**src/rtl/vwb_pkg.sv**
```systemverilog
package vwb_pkg;
    typedef enum logic [1:0] {
        ST_EMPTY = 2'd0,
        ST_HELD  = 2'd1,
        ST_DRAIN = 2'd2
    } vwb_state_t;
endpackage

```
**src/rtl/vwb_ctrl.sv**
```systemverilog
module vwb_ctrl
    import vwb_pkg::*;
#(
    parameter int WORDS = 8
) (
    input  logic                     clk,
    input  logic                     rst_n,
    input  logic                     ld_valid,
    input  logic                     refill_done,
    input  logic                     dr_ready,
    output logic                     ld_ready,
    output logic                     capture,
    output logic                     dr_valid,
    output logic                     dr_last,
    output logic                     busy,
    output logic [$clog2(WORDS)-1:0] beat_idx
);
    localparam int IDX_W = $clog2(WORDS);
    localparam logic [IDX_W-1:0] LAST_IDX = IDX_W'(WORDS - 1);

    vwb_state_t state_q, state_d;
    logic [IDX_W-1:0] beat_q, beat_d;

    // state register
    always_ff @(posedge clk) begin
        if (!rst_n) begin
            state_q <= ST_EMPTY;
            beat_q  <= '0;
        end else begin
            state_q <= state_d;
            beat_q  <= beat_d;
        end
    end

    // transitions: T_LOAD, T_RELEASE, T_BEAT, T_FINISH
    always_comb begin
        state_d = state_q;
        beat_d  = beat_q;
        unique case (state_q)
            ST_EMPTY: begin
                beat_d = '0;
                if (ld_valid) state_d = ST_HELD;
            end
            ST_HELD: begin
                if (refill_done) state_d = ST_DRAIN;
            end
            ST_DRAIN: begin
                if (dr_ready) begin
                    if (beat_q == LAST_IDX) begin
                        state_d = ST_EMPTY;
                        beat_d  = '0;
                    end else begin
                        beat_d = beat_q + 1'b1;
                    end
                end
            end
            default: state_d = ST_EMPTY;
        endcase
    end

    // outputs
    always_comb begin
        ld_ready = 1'b0;
        capture  = 1'b0;
        dr_valid = 1'b0;
        dr_last  = 1'b0;
        busy     = 1'b1;
        unique case (state_q)
            ST_EMPTY: begin
                ld_ready = 1'b1;
                capture  = ld_valid;
                busy     = 1'b0;
            end
            ST_HELD: begin
            end
            ST_DRAIN: begin
                dr_valid = 1'b1;
                dr_last  = (beat_q == LAST_IDX);
            end
            default: busy = 1'b0;
        endcase
    end

    assign beat_idx = beat_q;
endmodule

```
**src/rtl/vwb_line_store.sv**
```systemverilog
module vwb_line_store #(
    parameter int WORD_W = 32,
    parameter int WORDS  = 8,
    parameter int LINE_W = 24
) (
    input  logic                     clk,
    input  logic                     capture,
    input  logic [LINE_W-1:0]        in_line,
    input  logic [WORD_W*WORDS-1:0]  in_data,
    input  logic [$clog2(WORDS)-1:0] drain_idx,
    input  logic [$clog2(WORDS)-1:0] look_idx,
    output logic [LINE_W-1:0]        held_line,
    output logic [WORD_W-1:0]        drain_word,
    output logic [WORD_W-1:0]        look_word
);
    logic [WORDS-1:0][WORD_W-1:0] words_q;
    logic [LINE_W-1:0] line_q;

    always_ff @(posedge clk) begin
        if (capture) line_q <= in_line;
    end

    for (genvar w = 0; w < WORDS; w++) begin : g_word
        always_ff @(posedge clk) begin
            if (capture) words_q[w] <= in_data[w*WORD_W +: WORD_W];
        end
    end

    assign held_line  = line_q;
    assign drain_word = words_q[drain_idx];
    assign look_word  = words_q[look_idx];
endmodule

```
**src/rtl/vwb_addr_match.sv**
```systemverilog
module vwb_addr_match #(
    parameter int LINE_W = 24
) (
    input  logic              busy,
    input  logic              lk_valid,
    input  logic [LINE_W-1:0] lk_line,
    input  logic [LINE_W-1:0] held_line,
    output logic              hit
);
    assign hit = busy && lk_valid && (lk_line == held_line);
endmodule

```
**src/rtl/victim_wb_buffer.sv**
```systemverilog
module victim_wb_buffer #(
    parameter int WORD_W  = 32,
    parameter int WORDS   = 8,
    parameter int PADDR_W = 29,
    localparam int BYTE_OFS = $clog2(WORD_W / 8),
    localparam int IDX_W    = $clog2(WORDS),
    localparam int LINE_OFS = BYTE_OFS + IDX_W,
    localparam int LINE_W   = PADDR_W - LINE_OFS,
    localparam int WADDR_W  = PADDR_W - BYTE_OFS
) (
    input  logic                    clk,
    input  logic                    rst_n,
    input  logic                    ld_valid,
    output logic                    ld_ready,
    input  logic [LINE_W-1:0]       ld_line,
    input  logic [WORD_W*WORDS-1:0] ld_data,
    input  logic                    refill_done,
    output logic                    dr_valid,
    input  logic                    dr_ready,
    output logic [PADDR_W-1:0]      dr_addr,
    output logic [WORD_W-1:0]       dr_data,
    output logic                    dr_last,
    input  logic                    lk_valid,
    input  logic [WADDR_W-1:0]      lk_waddr,
    output logic                    lk_hit,
    output logic [WORD_W-1:0]       lk_data
);
    logic             capture;
    logic             busy;
    logic [IDX_W-1:0] beat_idx;
    logic [LINE_W-1:0] held_line;

    vwb_ctrl #(.WORDS(WORDS)) u_ctrl (
        .clk         (clk),
        .rst_n       (rst_n),
        .ld_valid    (ld_valid),
        .refill_done (refill_done),
        .dr_ready    (dr_ready),
        .ld_ready    (ld_ready),
        .capture     (capture),
        .dr_valid    (dr_valid),
        .dr_last     (dr_last),
        .busy        (busy),
        .beat_idx    (beat_idx)
    );

    vwb_line_store #(.WORD_W(WORD_W), .WORDS(WORDS), .LINE_W(LINE_W)) u_store (
        .clk        (clk),
        .capture    (capture),
        .in_line    (ld_line),
        .in_data    (ld_data),
        .drain_idx  (beat_idx),
        .look_idx   (lk_waddr[IDX_W-1:0]),
        .held_line  (held_line),
        .drain_word (dr_data),
        .look_word  (lk_data)
    );

    vwb_addr_match #(.LINE_W(LINE_W)) u_match (
        .busy      (busy),
        .lk_valid  (lk_valid),
        .lk_line   (lk_waddr[WADDR_W-1:IDX_W]),
        .held_line (held_line),
        .hit       (lk_hit)
    );

    assign dr_addr = {held_line, beat_idx, {BYTE_OFS{1'b0}}};
endmodule

```
**config.mk**
```make
export PLATFORM = sky130hd
export DESIGN_NAME = victim_wb_buffer
export DESIGN_NICKNAME = d
export VERILOG_FILES = /design/src/rtl/vwb_pkg.sv /design/src/rtl/vwb_ctrl.sv /design/src/rtl/vwb_line_store.sv /design/src/rtl/vwb_addr_match.sv /design/src/rtl/victim_wb_buffer.sv
export SDC_FILE = /design/constraint.sdc
export NUM_CORES = 1
export LEC_CHECK = 0
export BUFFER_PORTS_ARGS = -buffer_cell sky130_fd_sc_hd__buf_2
export CORE_AREA = 2 2 162 164
export DETAILED_ROUTE_END_ITERATION = 7
export DIE_AREA = 0 0 164 166
export MAX_ROUTING_LAYER = met4
export PLACE_DENSITY = 0.91
export SKIP_LAST_GASP = 1
export SLEW_MARGIN = 20
export SYNTH_ARGS = -nofsm -noshare
export SYNTH_HDL_FRONTEND = slang
export SYNTH_HIERARCHICAL = 1
export SYNTH_SLANG_ARGS = --single-unit
```
**constraint.sdc**
```tcl
create_clock -name clk -period 12.19 [get_ports clk]
set_input_delay 1.219 -clock clk [delete_from_list [all_inputs] [get_ports clk]]
set_output_delay 1.219 -clock clk [all_outputs]
set_load 0.01 [all_outputs]
```
# Word-level counts from Yosys, hierarchy flattened

Index checks and enable logic that the tools add are counted.

Add/subtract/negate cells: 1
$lt $le $gt $ge: 2
Eq/ne operators: 8
Mux-type cells: 17
Reductions and logical operators: 7

Operator list:

| kind                | number |
|---|---|
| $bmux 32 s3         | 2 |
| $mux 32             | 2 |
| $eq 24x24->1        | 1 |
| $lt 3x4->1 const B  | 2 |
| $mux 2              | 4 |
| $mux 3              | 2 |
| $ne 2x2->1 const B  | 3 |
| $pmux 2 s3          | 1 |
| $pmux 3 s2          | 1 |
| $mux 1              | 5 |
| $reduce_and 4->1    | 1 |
| $add 3x1->3 const B | 1 |
| $eq 3x3->1 const B  | 1 |
| $eq 2x1->1 const B  | 1 |
| $eq 2x2->1 const B  | 1 |
| $logic_and 1x1->1   | 2 |
| $logic_not 2->1     | 1 |
| $ne 2x1->1 const B  | 1 |
| $reduce_and 2->1    | 1 |
| $reduce_bool 2->1   | 1 |
| $reduce_or 2->1     | 1 |

Bits in registers: 285
Bits of input ports: 313
Output and inout bits: 97

# Depth between registers and ports, before layout

Depth after elaboration: 5
Depth in mapped cells: 5

# By module

Netlist, hierarchy kept.

By module, submodules not included:

| module           | times used | cells each | area an instance (sq um) | seq. area each (sq um) |
|---|---|---|---|---|
| vwb_line_store   | 1          | 508        | 12560.8                  | 8408.1 |
| vwb_ctrl         | 1          | 34         | 340.3                    | 100.1 |
| vwb_addr_match   | 1          | 33         | 270.3                    | 0.0 |
| victim_wb_buffer | 1          | 3          | 18.8                     | 0.0 |

# Worst setup path before layout

No wires, ideal clock.

Kind: input -> register
Start: input port ld_valid
End: register u_store.line_q[0] (netlist: u_store/held_line[0]), enable pin
Setup time: 0.675 ns
Arrival time: 7.499 ns
Required time: 11.515 ns
Path slack: 4.016 ns
Cell stages on the path: 1
Path buffers: 0
Cell sequence: and2_1

Cells in the longest elaborated chain, start to end: 1

RTL lines:

| what                 | line                   | source |
|---|---|---|
| start, declared      | victim_wb_buffer.sv:13 | `input logic ld_valid,` |
| $mux 1               | vwb_ctrl.sv:68         | `unique case (state_q)` |
| end signal, assigned | vwb_line_store.sv:20   | `if (capture) line_q <= in_line;` |
| end, declared        | vwb_line_store.sv:17   | `logic [LINE_W-1:0] line_q;` |

No other way between the ends.
A chain may end at the register's enable or synchronous reset.

# Worst setup path after layout

Start: input port lk_waddr[0]
End: output port lk_data[11]

Cells in the longest elaborated chain, start to end: 2

RTL lines:

| what                          | line                   | source |
|---|---|---|
| start, declared               | victim_wb_buffer.sv:24 | `input logic [WADDR_W-1:0] lk_waddr,` |
| $bmux 32 s3                   | vwb_line_store.sv:31   | `assign look_word = words_q[look_idx];` |
| $mux 32 (not written as such) | vwb_line_store.sv:31   |  |
| end, declared                 | victim_wb_buffer.sv:26 | `output logic [WORD_W-1:0] lk_data` |

No other way between the ends. The select of a mux whose other input is x is not followed.

==> results.toml <==
[run_status]
outcome = "completed"

[floorplanning]
die_h_um = 166
io-pin-count = 410
core-area_um2 = 25600
floorplan.initialDensity_pct = 51.5
die_width_um = 164
row_cnt = 59
die_area_um2 = 27200

[synth]
synth_ff_type = "sky130_fd_sc_hd__edfxtp_1"
postSynthAreaPerCell_um2 = 22.8
yosysSeqAreaShare_pct = 64.5
synth_enable_flop_cells = 280
synth_cell_types = 28
synth.cell_area_um2 = 13200
yosys_register_bits = 285
synthesis.instances = 578
synth.yosys.warnings = 6
asyncSetResetFlopFracSynth_pct = 0

[sta]
fin_crit_sh_pct = 37.9
final_hold_violation_count = 0
clock-skew-final_ns = 0.0219
timing.final.crit_period_ns = 4.62
tightestPinTransition_ns = 1.11
max_freq_mhz = 217
timing.max_slew.rel_slack_pct = 25.9
report.final.setup_viol = 0
unrepaired_setup_endpoints_after_global_routing = "no"
maxSlewViolCount = 0
tns_ns = 0

[worst_setup_path]
start_kind = "primary input"
worstSetupPathType = "in -> out"
max_stage_delay_ns = 0.66
worstPathCellList = "buf_4 -> buf_4 -> mux4_1 -> mux2_2 -> buf_2"
worstPathBufferInverterCount = 3
cp_top_delay_family = "buffers and inverters"
critical_path_fanout_max = 38
cp.arrival_ns = 3.40
cp_common_cell = "sky130_fd_sc_hd__buf_4"
crit_required_ns = 10.97
timing.critical_path.slowest_stage_cell = "sky130_fd_sc_hd__buf_4"
end_kind = "output port"

[detailed_routing]
drt-wirelength-per-cell_um = 24.1
dr.pass1.iters = 7
drt-vias-per-instance = 5.87
postRouteWirelength_mm = 32.5
final_antenna_net_count = 0
route.vias.total = 7919
drt_iter0_drc = 693
remaining_drc_errors = 0

[hold_path]
min-delay-path-class = "reg -> reg"

[layout]
fill_cells = 1737
area_growth_pct = 24.6
nNetsFinal = 1304
final_layout_size_suffix_gt1_share_pct = 56.9

[power_and_ir_drop]
seq_power_share_pct = 49.1
clock_power_share_pct = 29.9
power.density_nw_per_um2 = 183
share_of_total_power_consumed_by_net_switching_pct = 26.0
portion_of_total_power_attributed_to_combinational_logic_pct = 21.1
cellLeakagePower_nw = 6.30
design_power_total_mw = 3.01
vdd.ir_drop.worst_v = 0.000175
netSwitchingPower_mw = 0.784
p_int_mw = 2.23

[clock_tree]
numClockSinks = 285
htreeDepth = 1
clock_tree.buffer_depth = 3
cts_made_buffers = 29
clockRootBuffer = "sky130_fd_sc_hd__clkbuf_16"
clk-insertion-delay-late_ns = 0.54
cts-resized-gates = 0
cts_hold_repair.buffers = 0
tritoncts_clock_tree = "done"
cts_setup_buffers = 0
path_clk_slew_ns = 0.06

[placed_design]
placement.io_buffers = 407
hpwl_reported_at_the_end_of_detailed_placement_mm = 22.2
gp_congestion = 0.823

[grt]
grt_antenna_before_repair = 9
track_usage_pct = 24.0
gr-total-overflow = 0
grt_start_max_net_pins = 88
grt_pass1_wl_mm = 47.4
first_global_vias = 8525

[job]
max_cap_violations = 0
-- Yosys cell counts (5+ instances only) --
library cell               count  area, um^2
sky130_fd_sc_hd__buf_1        10        37.5
sky130_fd_sc_hd__mux4_1       80        2100
sky130_fd_sc_hd__mux4_2       48        1080
sky130_fd_sc_hd__xor2_1       15         131
sky130_fd_sc_hd__ha_1          6        75.1
sky130_fd_sc_hd__edfxtp_1    280        8410
sky130_fd_sc_hd__nand2_1       5        18.8
sky130_fd_sc_hd__dfxtp_1       5         100
sky130_fd_sc_hd__mux2_2       64         721
sky130_fd_sc_hd__nor2b_1       5        31.3
sky130_fd_sc_hd__xnor2_1       9        78.8
sky130_fd_sc_hd__buf_2         7        35.0
sky130_fd_sc_hd__clkbuf_1      5        18.8
sky130_fd_sc_hd__buf_6        14         158
-- power groups by stage --
stage               combinational (mW)  sequential (mW)  clock, mW
finish                           0.635             1.48      0.899
global route                     0.682             1.50      0.956
CTS                              0.638             1.48      0.921
detailed placement               0.636             1.49          0
global placement                 0.614             1.47          0
floorplan                        0.422             1.52          0
-- area by class of cell --
class                      instances  area, um^2  area share [%]
clock buffer                      33         741            4.51
tap                              335         419            2.55
antenna                            9        22.5           0.137
inverter                           3        11.3          0.0685
timing repair buffer             413        2090            12.7
sequential                       285        8520            51.8
clock inverter                    19         219            1.33
multi-input combinational        253        4410            26.9
-- kinds of logic after synthesis --
logic type	after synthesis	share of synthesized area (%)
adder cells (fa/ha/maj)	6	0.569
AO/OA/AOI/OAI	4	0.398
buffers and inverters	41	2.09
multiplexers	195	29.8
other	1	0.0284
XOR/XNOR	24	1.59
flip-flops	285	64.5
AND/OR/NAND/NOR	22	0.996
-- cells in the final DEF, fill, tap and decap left out --
cell type,count
sky130_fd_sc_hd__buf_2,405
sky130_fd_sc_hd__clkinv_2,5
sky130_fd_sc_hd__xnor2_1,9
sky130_fd_sc_hd__mux2_2,64
sky130_fd_sc_hd__diode_2,9
sky130_fd_sc_hd__inv_1,3
sky130_fd_sc_hd__a32oi_1,2
sky130_fd_sc_hd__nand2_1,5
sky130_fd_sc_hd__conb_1,2
sky130_fd_sc_hd__dfxtp_4,2
sky130_fd_sc_hd__nor3_1,1
sky130_fd_sc_hd__ha_1,6
sky130_fd_sc_hd__and2_1,1
sky130_fd_sc_hd__nand3_1,1
sky130_fd_sc_hd__a2111oi_4,1
sky130_fd_sc_hd__clkinv_1,7
sky130_fd_sc_hd__nand4_1,3
sky130_fd_sc_hd__clkinv_4,1
sky130_fd_sc_hd__bufinv_16,5
sky130_fd_sc_hd__clkbuf_1,4
sky130_fd_sc_hd__buf_4,7
sky130_fd_sc_hd__mux4_1,80
sky130_fd_sc_hd__mux4_2,48
sky130_fd_sc_hd__nor4_2,1
sky130_fd_sc_hd__nor2b_1,5
sky130_fd_sc_hd__clkbuf_16,29
sky130_fd_sc_hd__buf_6,1
sky130_fd_sc_hd__xor2_1,15
sky130_fd_sc_hd__mux2i_1,3
sky130_fd_sc_hd__nor4_1,3
sky130_fd_sc_hd__dfxtp_2,1
sky130_fd_sc_hd__a21boi_1,1
sky130_fd_sc_hd__or3b_1,1
sky130_fd_sc_hd__dfxtp_1,2
sky130_fd_sc_hd__edfxtp_1,280
sky130_fd_sc_hd__and2_4,1
sky130_fd_sc_hd__inv_6,1
-- metrics by stage --
stage                     instance area, um^2  hold WS [ns]  utilization [%]  worst slack (ns)  std cells
final                                   16400         0.482             64.2              7.57       1350
after floorplan                         13200         0.452                -              4.02        579
after global placement                  15400         0.467             60.3              7.57       1289
after detailed placement                15400         0.478             60.3              7.52       1289
after global routing                    16400         0.507             64.2              7.43       1350
after CTS                               16400         0.486             64.1              7.51       1341
-- metal layers --
| metal | wire length, um | part of all wire (%) | track usage [%] |
|---|---|---|---|
| met1 | 11600 | 36 | 27.0 |
| met4 | 1050 | 3.2 | 8.89 |
| met5 | 0 | 0 | - |
| met2 | 17300 | 53 | 41.9 |
| met3 | 2540 | 7.8 | 5.24 |
-- sequential cells by signal, indices dropped and copies added (netlist names) --
| register | count |
|---|---|
| u_ctrl/state_q | 2 |
| u_store/held_line | 24 |
| u_store/words_q | 256 |
| u_ctrl/beat_idx | 3 |
-- tightest hold or removal path, delay by kind of cell (launching register included) --
family | cells | cell delay [ns]
mux | 1 | 0.06
simple gates | 1 | 0.05
flops | 1 | 0.32
-- worst paths after layout --
kind                          start                    to  slack (ns)  cells after the start
hold / removal    u_ctrl/state_q[0]     u_ctrl/state_q[0]        0.48                      2
setup reg to reg  u_ctrl/state_q[0]  u_store/words_q[132]        9.59                      4
setup / recovery        lk_waddr[0]           lk_data[11]        7.57                      5
hold reg to reg   u_ctrl/state_q[0]     u_ctrl/state_q[0]        0.48                      2
(Power assumes the default switching activity.)
